<file path="src/rtl/ptw_pkg.sv">
package ptw_pkg;
  localparam int VA_W    = 32;
  localparam int OFF_W   = 12;
  localparam int L1_W    = 8;
  localparam int L2_W    = 6;
  localparam int L3_W    = 6;
  localparam int PTE_W   = 32;
  localparam int FRAME_W = VA_W - OFF_W;
  localparam int SLOT_W  = OFF_W - 2;
  localparam int MA_W    = FRAME_W + SLOT_W;
  localparam int BIT_V   = 0;
  localparam int BIT_R   = 1;
  localparam int BIT_M   = 2;

  typedef enum logic [1:0] {
    CAUSE_OK   = 2'd0,
    CAUSE_ADDR = 2'd1,
    CAUSE_PAGE = 2'd2
  } cause_e;

  typedef enum logic [2:0] {
    ST_BOOT,
    ST_IDLE,
    ST_WALK,
    ST_WB,
    ST_RSP
  } state_e;
endpackage

</file>
<file path="src/rtl/ptw_addr_gen.sv">
module ptw_addr_gen
  import ptw_pkg::*;
#(
  parameter int VA_BITS  = VA_W,
  parameter int OFS_BITS = OFF_W,
  parameter int I1_BITS  = L1_W,
  parameter int I2_BITS  = L2_W,
  parameter int I3_BITS  = L3_W
) (
  input  logic [VA_BITS-1:0]           vaddr,
  input  logic [1:0]                   level,
  input  logic [VA_BITS-OFS_BITS-1:0]  table_frame,
  input  logic [I1_BITS:0]             tbl_len,
  output logic [VA_BITS-2-1:0]         entry_addr,
  output logic                         out_of_bounds
);
  localparam int FW     = VA_BITS - OFS_BITS;
  localparam int SW     = OFS_BITS - 2;
  localparam int I3_LO  = OFS_BITS;
  localparam int I2_LO  = I3_LO + I3_BITS;
  localparam int I1_LO  = I2_LO + I2_BITS;

  logic [I1_BITS-1:0] idx1;
  logic [I2_BITS-1:0] idx2;
  logic [I3_BITS-1:0] idx3;
  logic [SW-1:0]      slot;

  assign idx1 = vaddr[I1_LO +: I1_BITS];
  assign idx2 = vaddr[I2_LO +: I2_BITS];
  assign idx3 = vaddr[I3_LO +: I3_BITS];

  always_comb begin
    unique case (level)
      2'd2:    slot = SW'(idx2);
      2'd3:    slot = SW'(idx3);
      default: slot = SW'(idx1);
    endcase
  end

  assign entry_addr    = {table_frame[FW-1:0], slot};
  assign out_of_bounds = ({1'b0, idx1} >= tbl_len);
endmodule

</file>
<file path="src/rtl/ptw_pte_eval.sv">
module ptw_pte_eval
  import ptw_pkg::*;
#(
  parameter int ENTRY_BITS = PTE_W,
  parameter int FRM_BITS   = FRAME_W
) (
  input  logic [ENTRY_BITS-1:0] pte,
  input  logic                  is_write,
  output logic                  present,
  output logic [FRM_BITS-1:0]   frame,
  output logic [ENTRY_BITS-1:0] pte_upd,
  output logic                  need_wb
);
  always_comb begin
    pte_upd        = pte;
    pte_upd[BIT_R] = 1'b1;
    if (is_write) pte_upd[BIT_M] = 1'b1;
  end

  assign present = pte[BIT_V];
  assign frame   = pte[ENTRY_BITS-1 -: FRM_BITS];
  assign need_wb = (pte_upd != pte);
endmodule

</file>
<file path="src/rtl/pt_walker.sv">
module pt_walker
  import ptw_pkg::*;
(
  input  logic              clk,
  input  logic              rst_n,
  input  logic [19:0]       pt_base,
  input  logic [8:0]        pt_len,
  input  logic              req_valid,
  output logic              req_ready,
  input  logic [31:0]       req_vaddr,
  input  logic              req_write,
  output logic              rsp_valid,
  input  logic              rsp_ready,
  output logic [31:0]       rsp_paddr,
  output logic [1:0]        rsp_cause,
  output logic [1:0]        rsp_level,
  output logic              mem_req,
  output logic              mem_we,
  output logic [29:0]       mem_addr,
  output logic [31:0]       mem_wdata,
  input  logic              mem_ack,
  input  logic [31:0]       mem_rdata
);
  localparam logic [1:0] LAST_LVL = 2'd3;

  state_e             state;
  logic [1:0]         lvl;
  logic [VA_W-1:0]    va_q;
  logic               wr_q;
  logic [FRAME_W-1:0] frame_q;
  logic [PTE_W-1:0]   leaf_q;

  logic [VA_W-1:0]    ag_va;
  logic [1:0]         ag_lvl;
  logic [FRAME_W-1:0] ag_frame;
  logic [MA_W-1:0]    ag_addr;
  logic               ag_oob;

  logic               pe_present;
  logic [FRAME_W-1:0] pe_frame;
  logic [PTE_W-1:0]   pe_upd;
  logic               pe_need_wb;

  logic               idle;

  assign idle     = (state == ST_IDLE);
  assign ag_va    = idle ? req_vaddr : va_q;
  assign ag_lvl   = idle ? 2'd1 : lvl;
  assign ag_frame = idle ? pt_base : frame_q;

  ptw_addr_gen #(
    .VA_BITS (VA_W),
    .OFS_BITS(OFF_W),
    .I1_BITS (L1_W),
    .I2_BITS (L2_W),
    .I3_BITS (L3_W)
  ) i_addr_gen (
    .vaddr        (ag_va),
    .level        (ag_lvl),
    .table_frame  (ag_frame),
    .tbl_len      (pt_len),
    .entry_addr   (ag_addr),
    .out_of_bounds(ag_oob)
  );

  ptw_pte_eval #(
    .ENTRY_BITS(PTE_W),
    .FRM_BITS  (FRAME_W)
  ) i_pte_eval (
    .pte     (mem_rdata),
    .is_write(wr_q),
    .present (pe_present),
    .frame   (pe_frame),
    .pte_upd (pe_upd),
    .need_wb (pe_need_wb)
  );

  assign req_ready = idle;
  assign rsp_valid = (state == ST_RSP);
  assign mem_req   = (state == ST_WALK) || (state == ST_WB);
  assign mem_we    = (state == ST_WB);
  assign mem_addr  = ag_addr;
  assign mem_wdata = leaf_q;

  always_ff @(posedge clk) begin
    if (!rst_n) begin
      state     <= ST_BOOT;
      lvl       <= 2'd1;
      va_q      <= '0;
      wr_q      <= 1'b0;
      frame_q   <= '0;
      leaf_q    <= '0;
      rsp_paddr <= '0;
      rsp_cause <= CAUSE_OK;
      rsp_level <= 2'd0;
    end else begin
      unique case (state)
        ST_BOOT: state <= ST_IDLE;
        ST_IDLE: begin
          if (req_valid) begin
            va_q    <= req_vaddr;
            wr_q    <= req_write;
            frame_q <= pt_base;
            lvl     <= 2'd1;
            if (ag_oob) begin
              rsp_paddr <= '0;
              rsp_cause <= CAUSE_ADDR;
              rsp_level <= 2'd0;
              state     <= ST_RSP;
            end else begin
              state <= ST_WALK;
            end
          end
        end
        ST_WALK: begin
          if (mem_ack) begin
            if (!pe_present) begin
              rsp_paddr <= '0;
              rsp_cause <= CAUSE_PAGE;
              rsp_level <= lvl;
              state     <= ST_RSP;
            end else if (lvl != LAST_LVL) begin
              frame_q <= pe_frame;
              lvl     <= lvl + 2'd1;
            end else begin
              rsp_paddr <= {pe_frame, va_q[OFF_W-1:0]};
              rsp_cause <= CAUSE_OK;
              rsp_level <= 2'd0;
              leaf_q    <= pe_upd;
              state     <= pe_need_wb ? ST_WB : ST_RSP;
            end
          end
        end
        ST_WB: begin
          if (mem_ack) state <= ST_RSP;
        end
        ST_RSP: begin
          if (rsp_ready) state <= ST_IDLE;
        end
        default: state <= ST_IDLE;
      endcase
    end
  end

  AST_RESET_QUIET: assert property (@(posedge clk)
    !rst_n |=> !req_ready && !rsp_valid && !mem_req);

  AST_ADDR_ERR_NO_WALK: assert property (@(posedge clk) disable iff (!rst_n)
    $rose(rsp_valid) && rsp_cause == CAUSE_ADDR |-> $past(req_valid && req_ready));

  AST_WB_SETS_REF: assert property (@(posedge clk) disable iff (!rst_n)
    mem_req && mem_we |-> mem_wdata[BIT_R] && mem_wdata[BIT_V]);

  AST_RSP_HOLD: assert property (@(posedge clk) disable iff (!rst_n)
    rsp_valid && !rsp_ready |=> rsp_valid && $stable(rsp_paddr)
      && $stable(rsp_cause) && $stable(rsp_level));

  AST_READY_ONLY_IDLE: assert property (@(posedge clk) disable iff (!rst_n)
    (rsp_valid || mem_req) |-> !req_ready);

  AST_MEM_HOLD: assert property (@(posedge clk) disable iff (!rst_n)
    mem_req && !mem_ack |=> mem_req && $stable(mem_addr)
      && $stable(mem_we) && $stable(mem_wdata));
endmodule

</file>
<file path="config.mk">
export PLATFORM = sky130hd
export DESIGN_NAME = pt_walker
export DESIGN_NICKNAME = d
export VERILOG_FILES = /design/src/rtl/ptw_pkg.sv /design/src/rtl/ptw_addr_gen.sv /design/src/rtl/ptw_pte_eval.sv /design/src/rtl/pt_walker.sv
export SDC_FILE = /design/constraint.sdc
export NUM_CORES = 1
export LEC_CHECK = 0
export CAP_MARGIN = 0
export CELL_PAD_IN_SITES_DETAIL_PLACEMENT = 1
export CELL_PAD_IN_SITES_GLOBAL_PLACEMENT = 1
export CORE_MARGIN = 2
export CORE_UTILIZATION = 28
export CTS_CLUSTER_SIZE = 24
export DETAILED_ROUTE_END_ITERATION = 8
export GPL_TIMING_DRIVEN = 0
export PLACE_DENSITY = 0.76
export SYNTH_ARGS = -nofsm -noshare
export SYNTH_HDL_FRONTEND = slang
export SYNTH_SLANG_ARGS = --single-unit
</file>
<file path="constraint.sdc">
create_clock -name clk -period 2.54 [get_ports clk]
set_input_delay 0.254 -clock clk [delete_from_list [all_inputs] [get_ports clk]]
set_output_delay 0.254 -clock clk [all_outputs]
set_load 0.02 [all_outputs]
</file>
## Yosys cells after proc, flatten, opt, wreduce, memory -nomap -nowiden

Index checks and enable logic that the tools add are counted.

| word-level totals | value |
|---|---|
| register bits | 126 |
| bits of input ports | 99 |
| output and inout bits | 102 |
| logic and storage cells | 76 |

| operators by class | value |
|---|---|
| add/sub/neg operators | 1 |
| magnitude comparators | 1 |
| eq/ne operators | 16 |
| mux-type cells | 41 |
| bitwise operators | 1 |
| reductions and logical operators | 7 |

Operators by type and width:

| kind | number |
|---|---|
| 32-bit two-way mux | 6 |
| 20-bit two-way mux | 5 |
| 32-bit case mux with 2 select lines | 1 |
| 20-bit case mux with 2 select lines | 1 |
| 2-bit two-way mux | 14 |
| 3-bit two-way mux | 8 |
| 8-bit case mux with 2 select lines | 1 |
| 5-bit AND reduction | 3 |
| 2-bit case mux with 2 select lines | 3 |
| 3-bit case mux with 4 select lines | 1 |
| 2-bit != test, second input constant | 5 |
| 8-bit by 9-bit greater-or-equal comparator with 1-bit output | 1 |
| 3-bit by 2-bit equality test with 1-bit output, second input constant | 2 |
| 2-bit by 1-bit != test with 1-bit output, second input constant | 3 |
| 2-bit equality test, second input constant | 2 |
| 4-bit AND reduction | 1 |
| 3-bit by 1-bit equality test with 1-bit output, second input constant | 1 |
| 3-bit equality test, second input constant | 1 |
| 3-bit != test, second input constant | 1 |
| 2-bit by 1-bit adder with 2-bit output, second input constant | 1 |
| 2-bit != test | 1 |
| 2-bit AND reduction | 1 |
| 2-bit nonzero test | 1 |
| 1-bit logical OR | 1 |
| other kinds (2) | 2 |

## Longest topological paths before layout

| logic depth | value |
|---|---|
| word-level depth | 7 |
| depth in mapped cells | 13 |
| depth with buffers taken out | 11 |

## By module

From an unflattened synthesis, not the netlist that was laid out.

| second synthesis, totals | value |
|---|---|
| cells, all modules | 767 |
| area total of the unflattened synthesis | 6695.2 µm² |

Modules (own cells, without submodules):

| module | instances | cells each | area an instance (µm²) | sequential area each (µm²) |
|---|---|---|---|---|
| pt_walker | 1 | 640 | 5780.5 | 2522.4 |
| ptw_addr_gen | 1 | 71 | 505.5 | 0.0 |
| ptw_pte_eval | 1 | 56 | 409.1 | 0.0 |

## Least setup slack after synthesis

No wires, ideal clock.

| path | value |
|---|---|
| path kind | reg2reg |
| from | reg state[2] |
| to | reg rsp_paddr[10] |
| library setup time | 74 ps |
| data arrival time | 2479 ps |
| required time | 2466 ps |
| slack | -13 ps |
| cell stages (with the launch flop) | 14 |
| path buffers | 2 |
| clock period less this slack | 2553 ps |
| cells stage by stage | dfxtp_1 nand2b_1 or2_2 clkinv_1 buf_2 nand2_1 a21boi_0 ha_1 nor2b_1 o21ai_0 a21oi_1 a21boi_4 buf_2 o21ai_0 |

| on the way | value |
|---|---|
| cells in the longest elaborated chain, start to end | 5 |
| elaborated cells on any way between the ends | 11 |
| those cells by class | order compare: 1; eq/ne: 6; mux: 2; reduce/logical: 2 |

Ends and longest elaborated chain:

| what | RTL line | text |
|---|---|---|
| start, declared | pt_walker.sv:26 | `state_e state;` |
| start signal, assigned | pt_walker.sv:130 | `state <= pe_need_wb ? ST_WB : ST_RSP;` |
| 3-bit by 1-bit equality test with 1-bit output | pt_walker.sv:46, pt_walker.sv:97 |  |
| 32-bit two-way mux | pt_walker.sv:47 | `assign ag_va = idle ? req_vaddr : va_q;` |
| 8-bit by 9-bit greater-or-equal comparator with 1-bit output | ptw_addr_gen.sv:41 | `assign out_of_bounds = ({1'b0, idx1} >= tbl_len);` |
| 2-bit != test (no line) | -- |  |
| 5-bit AND reduction (no line) | -- |  |
| end signal, assigned | pt_walker.sv:126 | `rsp_paddr <= {pe_frame, va_q[OFF_W-1:0]};` |
| end, declared | pt_walker.sv:14 | `output logic [31:0] rsp_paddr,` |

Parallel ways exist; a longest one is shown, timed or not.
A chain may end at the register's enable or synchronous reset.

## Worst setup path after layout

| path | value |
|---|---|
| from | reg state[2] |
| to | reg rsp_cause[0] |

| on the way | value |
|---|---|
| cells in the longest elaborated chain, start to end | 5 |
| elaborated cells on any way between the ends | 11 |
| those cells by class | order compare: 1; eq/ne: 6; mux: 2; reduce/logical: 2 |

Ends and longest elaborated chain:

| what | RTL line | text |
|---|---|---|
| 3-bit by 1-bit equality test with 1-bit output | pt_walker.sv:46, pt_walker.sv:97 |  |
| 32-bit two-way mux | pt_walker.sv:47 |  |
| 8-bit by 9-bit greater-or-equal comparator with 1-bit output | ptw_addr_gen.sv:41 |  |
| 2-bit != test (no line) | -- |  |
| 5-bit AND reduction (no line) | -- |  |
| end signal, assigned | pt_walker.sv:94 | `rsp_cause <= CAUSE_OK;` |
| end signal, assigned | pt_walker.sv:107 | `rsp_cause <= CAUSE_ADDR;` |
| end signal, assigned | pt_walker.sv:119 | `rsp_cause <= CAUSE_PAGE;` |
| end, declared | pt_walker.sv:15 | `output logic [1:0] rsp_cause,` |

Parallel ways exist; a longest one is shown, timed or not.

==> impl_metrics.ini <==
[status]
status = finished, violations left
violations = setup timing

[timing]
hold_viol_final = 0
max_clock_freq_mhz = 385
fin_worst_hold_slack_ns = 0.378
slew_headroom_pct = 45.6
period_minus_slack_ns = 2.60
clock-skew-final_ns = 0.0138
setup_viol = 1
finalMaxSlewViolations = 0
setup_ws_ns = -0.0581
worst_pin_slew_ns = 0.817
rsz0062_at_grt = yes
period_share_pct = 102

[final_layout]
synthToLayoutAreaGrowth_pct = 57.5
mostFrequentLayoutCells = nand2_1 (285), clkdlybuf4s50_1 (169), dfxtp_1 (122), a21oi_1 (65), clkbuf_1 (37)
fin_nets = 1080
mostFrequentLayoutCell = nand2_1
drive_gt1_share_pct = 12.3
fin_util_pct = 45.0
n_antenna_cell = 0
n_fill_cell = 2401

[die]
rows = 51
pin_count = 201
die_w_um = 145
start_util_pct = 28.6
core_um2 = 19500
die_h_um = 145
dieArea_um2 = 21100

[flow_run]
drv_cap = 0

[clock_network]
cts_buffer_depth = 2
clock_sinks = 125
cts_hold_buf = 0
htree_num_levels = 4
root_buffer = clkbuf_16
cts_tree = built
cts_buffers = 17
worstSkewPairLatency_ns = 0.42
clkTransAtPathRegs_ns = 0.05

[hold_path]
hold_class = primary input to flop
holdPathStages = 3

[logic_synthesis]
yosysTopAreaCell = dfxtp_1
ys.flop_type = dfxtp_1
synth_area_leaders = dfxtp_1 (45%), nand2_1 (20%), a21oi_1 (6.1%), a311oi_2 (5.1%), o21ai_0 (3.7%)
synth_top_area_share_pct = 44.9
synth_cell_types = 46
synth_edf_count = 0
ys_seq_area_share_pct = 44.9
post_synth.cell_area_avg_um2 = 7.52
synth_warnings = 0
async_flop_share_pct = 0
synth_area_um2 = 5580
syn_inst = 742
synth.ff_latch_count = 125

[worst_setup_path]
max_stage_delay_ns = 0.35
startpoint_type = flop
crit_chain = nand2b_4 > or2_4 > clkbuf_16 > nand2_4 > nand2_4 > ha_4 > a211oi_2 > o32ai_2 > a21oi_2 > a21boi_4 > buf_12 > buf_6 > o221a_2
critical_path_arrival_ns = 2.90
r2r_end = rsp_cause[0]
r2r_cells = 13
crit_type = flop to flop
crit_path_start = state[2]
r2r-start = state[2]
cpMaxStageDelayCell = dfxtp_4
required_ns = 2.84
regToRegSetupSlack_ns = -0.06
crit_top_cell = nand2_4
worst-path-max-fanout = 5
cp-end-kind = flop
timing.critical_path.to = rsp_cause[0]

[power_and_ir_drop]
total_power_mw = 5.98
power.density_nw_per_um2 = 680
p_leak_nw = 3.35
ir_drop_uv = 505

[grt]
grt_overflow = 0
grt_start_max_net_pins = 17
antenna_found_initial = 0
grt_pass1_vias = 6069
grt_pass1_wl_um = 34300
grt_usage_pct = 20.8

[detailed_routing]
drtIter0Drc = 278
vias_per_cell = 4.69
vias = 5850
dr.pass1.iters = 5
drt-total-wl_um = 21700
wire_per_inst_um = 17.4
drtAntennaViolNets = 0
drc = 0

[placement]
dp_hpwl_um = 16400
gp_congestion = 0.820
dp_slack_ns = -0.775
portBuffers = 197
metrics by stage:
step	instance area [um2]	setup TNS, ns	instances
finish	8790	-0.0581	1247
detailed placement	7890	-30.51	1205
floorplan	5590	0	743
global placement	7890	-28.29	1205
global route	8790	-3.63	1247
CTS	8710	-0.0508	1245
worst max-delay path, delay by kind of cell (launching register included):
| kind | cells | cell delay [ns] |
|---|---|---|
| buffers and inverters | 3 | 0.44 |
| AND/OR/NAND/NOR | 4 | 0.56 |
| AO/OA/AOI/OAI | 5 | 0.89 |
| flip-flops | 1 | 0.35 |
| adder cells (fa/ha/maj) | 1 | 0.25 |
timing repair:
item,CTS,global route
endpoints found under the setup margin,67,39
gates cloned,1,0
pin swaps,7,8
buffers inserted,11,3
gates resized for setup,68,30
endpoints found under the hold margin,0,0
sequential cells by signal (all words and copies together) (netlist names):
name       flops
frame_q       20
lvl            2
rsp_cause      2
rsp_paddr     32
state          3
mem_wdata     31
rsp_level      2
va_q          32
wr_q           1
layer usage:
layer / track usage, % / vias up / part of all wire (%) / wire length (um)
met1: 26.0 / 2759 / 44 / 9540
met2: 34.0 / 140 / 48 / 10300
met3: 6.10 / 32 / 6.3 / 1380
li1: - / 2919 / - / -
met4: 7.79 / 0 / 2.2 / 489
met5: 0 / - / 0 / 0
worst min path at each step:
stage / start / to / slack (ns)
after floorplan: mem_rdata[13] / rsp_paddr[13] / 0.38
after global placement: rsp_paddr[7] / rsp_paddr[7] / 0.43
after detailed placement: rsp_paddr[7] / rsp_paddr[7] / 0.44
after CTS: mem_rdata[9] / mem_wdata[9] / 0.37
after global routing: mem_rdata[8] / mem_wdata[8] / 0.39
final: mem_rdata[9] / mem_wdata[9] / 0.38
cells by family (layout without fill, tap and decap cells):
group | Yosys count | in the layout | synth area share, %
mux | 9 | 9 | 1.75
other cells | 1 | 2 | 0.0672
simple gates | 380 | 380 | 27.7
fa+ha+maj | 9 | 9 | 2.02
buf+inv | 70 | 309 | 5.54
compound gates | 148 | 148 | 18.1
flops | 125 | 125 | 44.9
cells in the mapped netlist, types with 2 or more instances:
library cell  number
nand3_1           34
mux2_2             6
a311oi_2          19
buf_2             10
buf_4              5
nor3_1             5
dfxtp_1          125
nand2b_1           4
o21ai_1            5
o21ai_0           41
mux2i_1            3
nor2_1            29
clkbuf_1          38
inv_1             11
clkinv_1           2
and2_1             3
nor2b_1            5
ha_1               9
a211oi_1           2
buf_6              2
a21oi_1           68
nand2_1          292
area by class of cell:
class	instances	area (um2)	share of cell area, %
Sequential cell	125	2510	28.6
Tap cell	265	332	3.77
Clock inverter	8	118	1.34
Inverter	14	65.1	0.741
Timing Repair Buffer	210	2080	23.7
Multi-Input combinational cell	548	2890	32.9
Clock buffer	21	460	5.24
Buffer	56	328	3.73
report_power, final:
group / leakage, nW / internal [mW] / switching, mW
clock network: 0.284 / 1.57 / 0.870
registers: 1.01 / 2.06 / 0.0584
logic: 2.05 / 0.620 / 0.803
total: 3.35 / 4.25 / 1.73
Note: power is estimated with default switching activity, not from simulation.
